==> src/rtl/irq_pkg.sv <==
package irq_pkg;
  parameter int NUM_REQ = 4;
  parameter int ADDR_W  = 24;
  parameter int EXT_W   = 8;
  parameter int DATA_W  = 8;
  localparam int LOW_W  = ADDR_W - EXT_W;

  typedef enum logic [1:0] {
    TRIG_LOW  = 2'd0,
    TRIG_HIGH = 2'd1,
    TRIG_FALL = 2'd2,
    TRIG_RISE = 2'd3
  } trig_e;

  typedef struct packed {
    logic [NUM_REQ-1:0] enable;
    trig_e [NUM_REQ-1:1] trig;
  } cfg_t;

  typedef struct packed {
    logic               ackBusy;
    logic [NUM_REQ-1:0] grant;
  } strobe_t;
endpackage

==> src/rtl/irq_ctrl.sv <==
module irq_ctrl
  import irq_pkg::*;
#(
  parameter int SYNC_STAGES = 2
) (
  input  logic               clk,
  input  logic               rstN,
  input  logic               nmiN,
  input  logic [NUM_REQ-1:0] irqIn,
  input  logic               ackStart,
  input  logic               ackDone,
  input  logic               nmiClr,
  input  cfg_t               cfg,
  output logic               intReq,
  output logic               nmiReq,
  output strobe_t            stb
);
  localparam int LINES = NUM_REQ + 1;

  logic [LINES-1:0] syncQ [SYNC_STAGES];
  logic [LINES-1:0] prevQ, cur;
  logic [NUM_REQ-1:0] edgePendQ, pend, masked, winner, clr;
  logic [NUM_REQ-1:0] grantQ;
  logic busyQ, nmiQ, take, nmiFall;

  always_ff @(posedge clk or negedge rstN) begin
    if (!rstN) begin
      for (int s = 0; s < SYNC_STAGES; s++) syncQ[s] <= '1;
      prevQ <= '1;
    end else begin
      syncQ[0] <= {nmiN, irqIn};
      for (int s = 1; s < SYNC_STAGES; s++) syncQ[s] <= syncQ[s-1];
      prevQ <= syncQ[SYNC_STAGES-1];
    end
  end

  assign cur = syncQ[SYNC_STAGES-1];

  for (genvar i = 0; i < NUM_REQ; i++) begin : g_req
    trig_e mode;
    logic  isEdge, levelHit, edgeHit;
    if (i == 0) begin : g_fixed
      assign mode = TRIG_LOW;
    end else begin : g_prog
      assign mode = cfg.trig[i];
    end
    assign isEdge   = (mode == TRIG_FALL) || (mode == TRIG_RISE);
    assign levelHit = (mode == TRIG_HIGH) ? cur[i] : ~cur[i];
    assign edgeHit  = (mode == TRIG_FALL) ? (prevQ[i] & ~cur[i])
                                          : (~prevQ[i] & cur[i]);
    always_ff @(posedge clk or negedge rstN) begin
      if (!rstN) edgePendQ[i] <= 1'b0;
      else       edgePendQ[i] <= isEdge & ((edgePendQ[i] & ~clr[i]) | edgeHit);
    end
    assign pend[i] = isEdge ? edgePendQ[i] : levelHit;
  end

  assign masked = pend & cfg.enable;

  always_comb begin
    winner = '0;
    for (int i = NUM_REQ - 1; i >= 0; i--) begin
      if (masked[i]) winner = NUM_REQ'(1) << i;
    end
  end

  assign nmiFall = prevQ[NUM_REQ] & ~cur[NUM_REQ];
  assign intReq  = (|masked) & ~nmiQ;
  assign take    = ackStart & ~busyQ & intReq;
  assign clr     = take ? winner : '0;

  always_ff @(posedge clk or negedge rstN) begin
    if (!rstN) begin
      nmiQ   <= 1'b0;
      busyQ  <= 1'b0;
      grantQ <= '0;
    end else begin
      nmiQ <= (nmiQ & ~nmiClr) | nmiFall;
      if (take) begin
        busyQ  <= 1'b1;
        grantQ <= winner;
      end else if (ackDone) begin
        busyQ <= 1'b0;
      end
    end
  end

  assign nmiReq      = nmiQ;
  assign stb.ackBusy = busyQ;
  assign stb.grant   = grantQ;

  a_r10_idle_ack: assert property (@(posedge clk) disable iff (!rstN)
    (ackStart && !intReq && !busyQ) |=> !busyQ);
  a_r9_grant_onehot: assert property (@(posedge clk) disable iff (!rstN)
    (ackStart && intReq && !busyQ) |=> (busyQ && $onehot(grantQ)));
  a_r8_nmi_clear: assert property (@(posedge clk) disable iff (!rstN)
    $fell(nmiQ) |-> $past(nmiClr));
  a_r8_nmi_blocks: assert property (@(posedge clk) disable iff (!rstN)
    nmiReq |-> !intReq);
endmodule

==> src/rtl/irq_datapath.sv <==
module irq_datapath
  import irq_pkg::*;
(
  input  logic               clk,
  input  logic               rstN,
  input  logic               regWe,
  input  logic [1:0]         regAddr,
  input  logic [DATA_W-1:0]  regWdata,
  input  logic               vecFetch,
  input  logic [LOW_W-1:0]   fetchLow,
  input  strobe_t            stb,
  output cfg_t               cfg,
  output logic               addrEn,
  output logic [ADDR_W-1:0]  addrOut,
  output logic               wideVector
);
  logic [EXT_W-1:0] extQ;
  logic [1:0]       req0ModeQ;

  always_ff @(posedge clk or negedge rstN) begin
    if (!rstN) begin
      cfg.enable <= '1;
      for (int i = 1; i < NUM_REQ; i++) cfg.trig[i] <= TRIG_LOW;
      extQ      <= '0;
      req0ModeQ <= '0;
    end else if (regWe) begin
      case (regAddr)
        2'd0: cfg.enable <= regWdata[NUM_REQ-1:0];
        2'd1: for (int i = 1; i < NUM_REQ; i++)
                cfg.trig[i] <= trig_e'(regWdata[2*i-2 +: 2]);
        2'd2: extQ <= regWdata[EXT_W-1:0];
        default: req0ModeQ <= regWdata[1:0];
      endcase
    end
  end

  always_comb begin
    addrEn  = stb.ackBusy | vecFetch;
    addrOut = '0;
    if (stb.ackBusy)  addrOut = {{(ADDR_W-NUM_REQ){1'b1}}, ~stb.grant};
    else if (vecFetch) addrOut = {extQ, fetchLow};
  end

  assign wideVector = vecFetch & ~stb.ackBusy & stb.grant[0] & (req0ModeQ == 2'd3);

  a_r9_one_cold: assert property (@(posedge clk) disable iff (!rstN)
    stb.ackBusy |-> (addrEn && (&addrOut[ADDR_W-1:NUM_REQ])
                     && $countones(addrOut[NUM_REQ-1:0]) == NUM_REQ - 1));
  a_r11_ext_byte: assert property (@(posedge clk) disable iff (!rstN)
    (vecFetch && !stb.ackBusy) |-> addrOut[ADDR_W-1:LOW_W] == extQ);
endmodule

==> src/rtl/irq_ack_ctrl.sv <==
module irq_ack_ctrl
  import irq_pkg::*;
(
  input  logic        clk,
  input  logic        rstN,
  input  logic        nmiN,
  input  logic [3:0]  irqIn,
  input  logic        regWe,
  input  logic [1:0]  regAddr,
  input  logic [7:0]  regWdata,
  input  logic        ackStart,
  input  logic        ackDone,
  input  logic        nmiClr,
  input  logic        vecFetch,
  input  logic [15:0] fetchLow,
  output logic        intReq,
  output logic        nmiReq,
  output logic        addrEn,
  output logic [23:0] addrOut,
  output logic        wideVector
);
  cfg_t    cfg;
  strobe_t stb;

  irq_ctrl #(.SYNC_STAGES(2)) u_ctrl (
    .clk, .rstN, .nmiN, .irqIn, .ackStart, .ackDone, .nmiClr,
    .cfg, .intReq, .nmiReq, .stb
  );

  irq_datapath u_dp (
    .clk, .rstN, .regWe, .regAddr, .regWdata, .vecFetch, .fetchLow,
    .stb, .cfg, .addrEn, .addrOut, .wideVector
  );
endmodule

==> config.mk <==
export PLATFORM = sky130hd
export DESIGN_NAME = irq_ack_ctrl
export DESIGN_NICKNAME = d
export VERILOG_FILES = /design/src/rtl/irq_pkg.sv /design/src/rtl/irq_ctrl.sv /design/src/rtl/irq_datapath.sv /design/src/rtl/irq_ack_ctrl.sv
export SDC_FILE = /design/constraint.sdc
export NUM_CORES = 1
export LEC_CHECK = 0
export BUFFER_PORTS_ARGS = -buffer_cell sky130_fd_sc_hd__buf_4
export CORE_AREA = 2 2 66 68
export CTS_CLUSTER_SIZE = 24
export DETAILED_ROUTE_END_ITERATION = 10
export DIE_AREA = 0 0 68 70
export PLACE_DENSITY = 0.74
export SETUP_SLACK_MARGIN = 0.1
export SYNTH_ARGS = -nofsm -noshare
export SYNTH_HDL_FRONTEND = slang
export SYNTH_SLANG_ARGS = --single-unit
==> constraint.sdc <==
create_clock -name clk -period 1.6 [get_ports clk]
set_input_delay 0.16 -clock clk [delete_from_list [all_inputs] [get_ports clk]]
set_output_delay 0.16 -clock clk [all_outputs]
set_load 0.05 [all_outputs]
==> results.toml <==
[floorplanning]
core_um2 = 4140
io_pins = 66
die_w_um = 68
die_y_um = 70
start_util_pct = 46.0
die_area_um2 = 4760
row_count = 24

[timing]
worst_pin_slew_ps = 525
rsz0062_at_grt = "yes"
maxSlewViolCount = 0
timing.final.crit_share_pct = 109
hold_viol = 0
setup_tns_ps = -1580
setup_violations = 30
slew_headroom_pct = 65.0
holdWs_ps = 38.8
fin_crit_ps = 1750
max_clock_freq_mhz = 572
setup_ws_ps = -147
fin_skew_ps = 10.9

[setup_path]
endpoint_kind = "primary output"
arrival_ps = 1590
r2r-start = "u_dp.cfg[0]"
crit_type = "reg2out"
r2r_setup_slack_ps = -140
reg2regPathDepth = 7
start_kind = "flip-flop"
r2r_end = "u_ctrl.grantQ[3]"
crit_fanout = 3
required_ps = 1440

[detailed_routing]
drtIter0Drc = 108
postRouteAntennaNets = 0
first_pass_iters = 4
via_count = 1865
routed_via_density = 5.70
post-route-drc-count = 0
avgRoutedWirePerCell_um = 20.9
routed_wl_mm = 6.82

[clock_tree]
cts_tree = "yes"
root_buffer = "clkbuf_8"
cts.sink_count = 43
cts_buffers = 5
clk_pin_slew_ps = 80
cts_buffer_depth = 2
htree_levels = 2
clock_latency_ps = 290

[run]
cap_viol_max_count = 0

[logic_synthesis]
synth_cell_types = 33
syn_area_um2 = 1900
synth.area.top_cells = "dfrtp_1 (33%), dfstp_2 (25%), mux2_2 (12%)"
synthDominantCellAreaShare_pct = 32.9
yosys.area.top_type = "dfrtp_1"
ys_warn_count = 0
syn_nets = 215
syn_area_per_cell_um2 = 10.8
synthCells = 177
synth.ff_latch_count = 43
ys_seq_area_share_pct = 57.7

[layout]
n_fill_cell = 225
syn2layout_area_growth_pct = 72.8
antenna_cells = 0
multi_input_area_um2 = 1000
seq_area_um2 = 1100
fin_util_pct = 79.4
fin_cells = 327
post_route_cells_drive_above_1_share_pct = 63.6
fin_nets = 312

[power]
p_comb_share_pct = 55.5
total_power_w = 0.00483
intPower_w = 0.00280
clockPowerShare_pct = 13.7
p_leak_nw = 1.53
switching_share_pct = 42.2
p_per_area_nw_per_um2 = 1470
seqPwrFrac_pct = 30.7
switchingPower_w = 0.00204
ir_drop_mv = 0.873

[grt]
first_global_vias = 1996
grt_pass1_wl_mm = 9.83
use_met3_pct = 7.25
grt_max_degree = 44
grt.met2_usage_pct = 47.4
antenna_found_initial = 0
busiest_layer = "met2"
met1_usage_pct = 30.7
grt.overflow.total = 0
track_usage_pct = 28.7

[worst_hold_path]
hold_class = "in2reg"
hold_start = "nmiClr"
min_path_cells = 2
hold_end = "u_ctrl.nmiReq"

[status]
outcome = "complete, but fails checks"
failed_checks = "negative setup slack"

[placement]
hpwl_mm = 2.88
placed_cells = 293
place_congestion = 0.911
portBuffers = 65
[layer usage]
metal / wire length (um) / vias up
met1: 2250 / 928
met3: 517 / 33
met5: 0 / -
met2: 3640 / 104
met4: 416 / 0
li1: - / 800
[power by group through the flow]
stage / Combinational, W / Clock [W] / Sequential (W)
5_1_grt: 0.00279 / 0.000740 / 0.00150
6_report: 0.00268 / 0.000664 / 0.00149
4_1_cts: 0.00253 / 0.000677 / 0.00144
3_3_place_gp: 0.00166 / 0 / 0.00144
3_5_place_dp: 0.00167 / 0 / 0.00145
2_1_floorplan: 0.00116 / 0 / 0.00141
[stage by stage]
step	worst slack (ps)	cell area [um2]
2_1_floorplan	-267	1920
3_3_place_gp	43.1	2500
3_5_place_dp	21.1	2500
4_1_cts	-139	3240
5_1_grt	-236	3290
6_report	-147	3290
[critical path: stages (launching register included)]
cell and delay (ps):
dfrtp_1 430, and3_1 200, a31o_1 240, nor3_4 230, nor2_4 40, buf_6 150
[worst max-delay path by stage]
stage / from / to / depth (start not counted)
2_1_floorplan: u_ctrl.busyQ / addrOut[0] / 3
3_3_place_gp: u_ctrl.cur[1] / u_ctrl.busyQ / 4
3_5_place_dp: u_ctrl.cur[1] / u_ctrl.busyQ / 4
4_1_cts: u_ctrl.cur[1] / intReq / 5
5_1_grt: u_dp.cfg[7] / intReq / 5
6_report: u_dp.cfg[5] / intReq / 5
[registers in the layout, indices dropped and copies added, names as in the netlist]
signal            count
u_ctrl.nmiReq         1
u_ctrl.grantQ         4
u_ctrl.edgePendQ      3
u_dp.req0ModeQ        2
u_ctrl.syncQ          5
u_ctrl.cur            5
u_dp.extQ             8
u_ctrl.prevQ          4
u_ctrl.busyQ          1
u_dp.cfg             10
[area by class of cell]
class | instances | area share [%]
Clock inverter | 2 | 0.380
Clock buffer | 6 | 2.21
Timing Repair Buffer | 95 | 30.5
Timing Repair inverter | 1 | 0.228
Tap cell | 52 | 1.98
Sequential cell | 43 | 33.4
Multi-Input combinational cell | 121 | 30.4
Inverter | 7 | 0.913
[what timing repair did]
action | 4_1_cts | 5_1_grt
cloned | 4 | 0
pin swaps | 11 | 3
gates resized for setup | 105 | 15
setup endpoints to repair | 31 | 35
setup buffers | 18 | 0
hold buffers | 6 | 0
hold endpoints to repair | 30 | 0
[Yosys cell counts]
| cell type | instances |
|---|---|
| a31oi_1 | 2 |
| mux2_2 | 20 |
| o21ai_0 | 7 |
| clkbuf_1 | 6 |
| o311a_1 | 1 |
| dfrtp_1 | 25 |
| nor2_1 | 7 |
| dfstp_2 | 18 |
| o31ai_1 | 1 |
| a22o_1 | 1 |
| xor2_1 | 1 |
| o2111ai_1 | 1 |
| and3_1 | 3 |
| and3b_1 | 1 |
| a21o_2 | 1 |
| nand3_1 | 7 |
| o31ai_2 | 1 |
| a21oi_1 | 5 |
| nand3b_1 | 2 |
| nor3_1 | 2 |
| o2bb2ai_1 | 2 |
| nor3b_1 | 2 |
| or2_2 | 1 |
| nand2_1 | 43 |
| xnor2_1 | 2 |
| a31o_1 | 1 |
| o211ai_1 | 1 |
| a31o_2 | 1 |
| a211oi_2 | 1 |
| inv_1 | 7 |
| o22ai_1 | 1 |
| nand4_1 | 1 |
| nand2b_1 | 2 |
[cell families (layout without fill, tap and decap cells)]
family / after synthesis / count (layout) / share of synthesized area [%]
xor gates and xnor gates: 3 / 3 / 1.38
buffers and inverters: 13 / 111 / 2.56
DFF: 43 / 43 / 57.7
and+or+nand+nor: 71 / 71 / 16.6
muxes: 20 / 20 / 11.8
AOI/OAI and AO/OA: 27 / 27 / 9.99
[cells in the final DEF (no fill, tap or decap), drive strengths merged]
master	n
a211oi	1
a21o	1
a21oi	5
a22o	1
a31o	2
a31oi	2
and3	3
and3b	1
buf	89
clkbuf	6
clkinv	1
clkinvlp	3
dfrtp	25
dfstp	18
dlygate4sd3	6
inv	6
mux2	20
nand2	43
nand2b	2
nand3	7
nand3b	2
nand4	1
nor2	7
nor3	2
nor3b	2
o2111ai	1
o211ai	1
o21ai	7
o22ai	1
o2bb2ai	2
o311a	1
o31ai	2
or2	1
xnor2	2
xor2	1
Note: power is estimated with default switching activity, not from simulation.
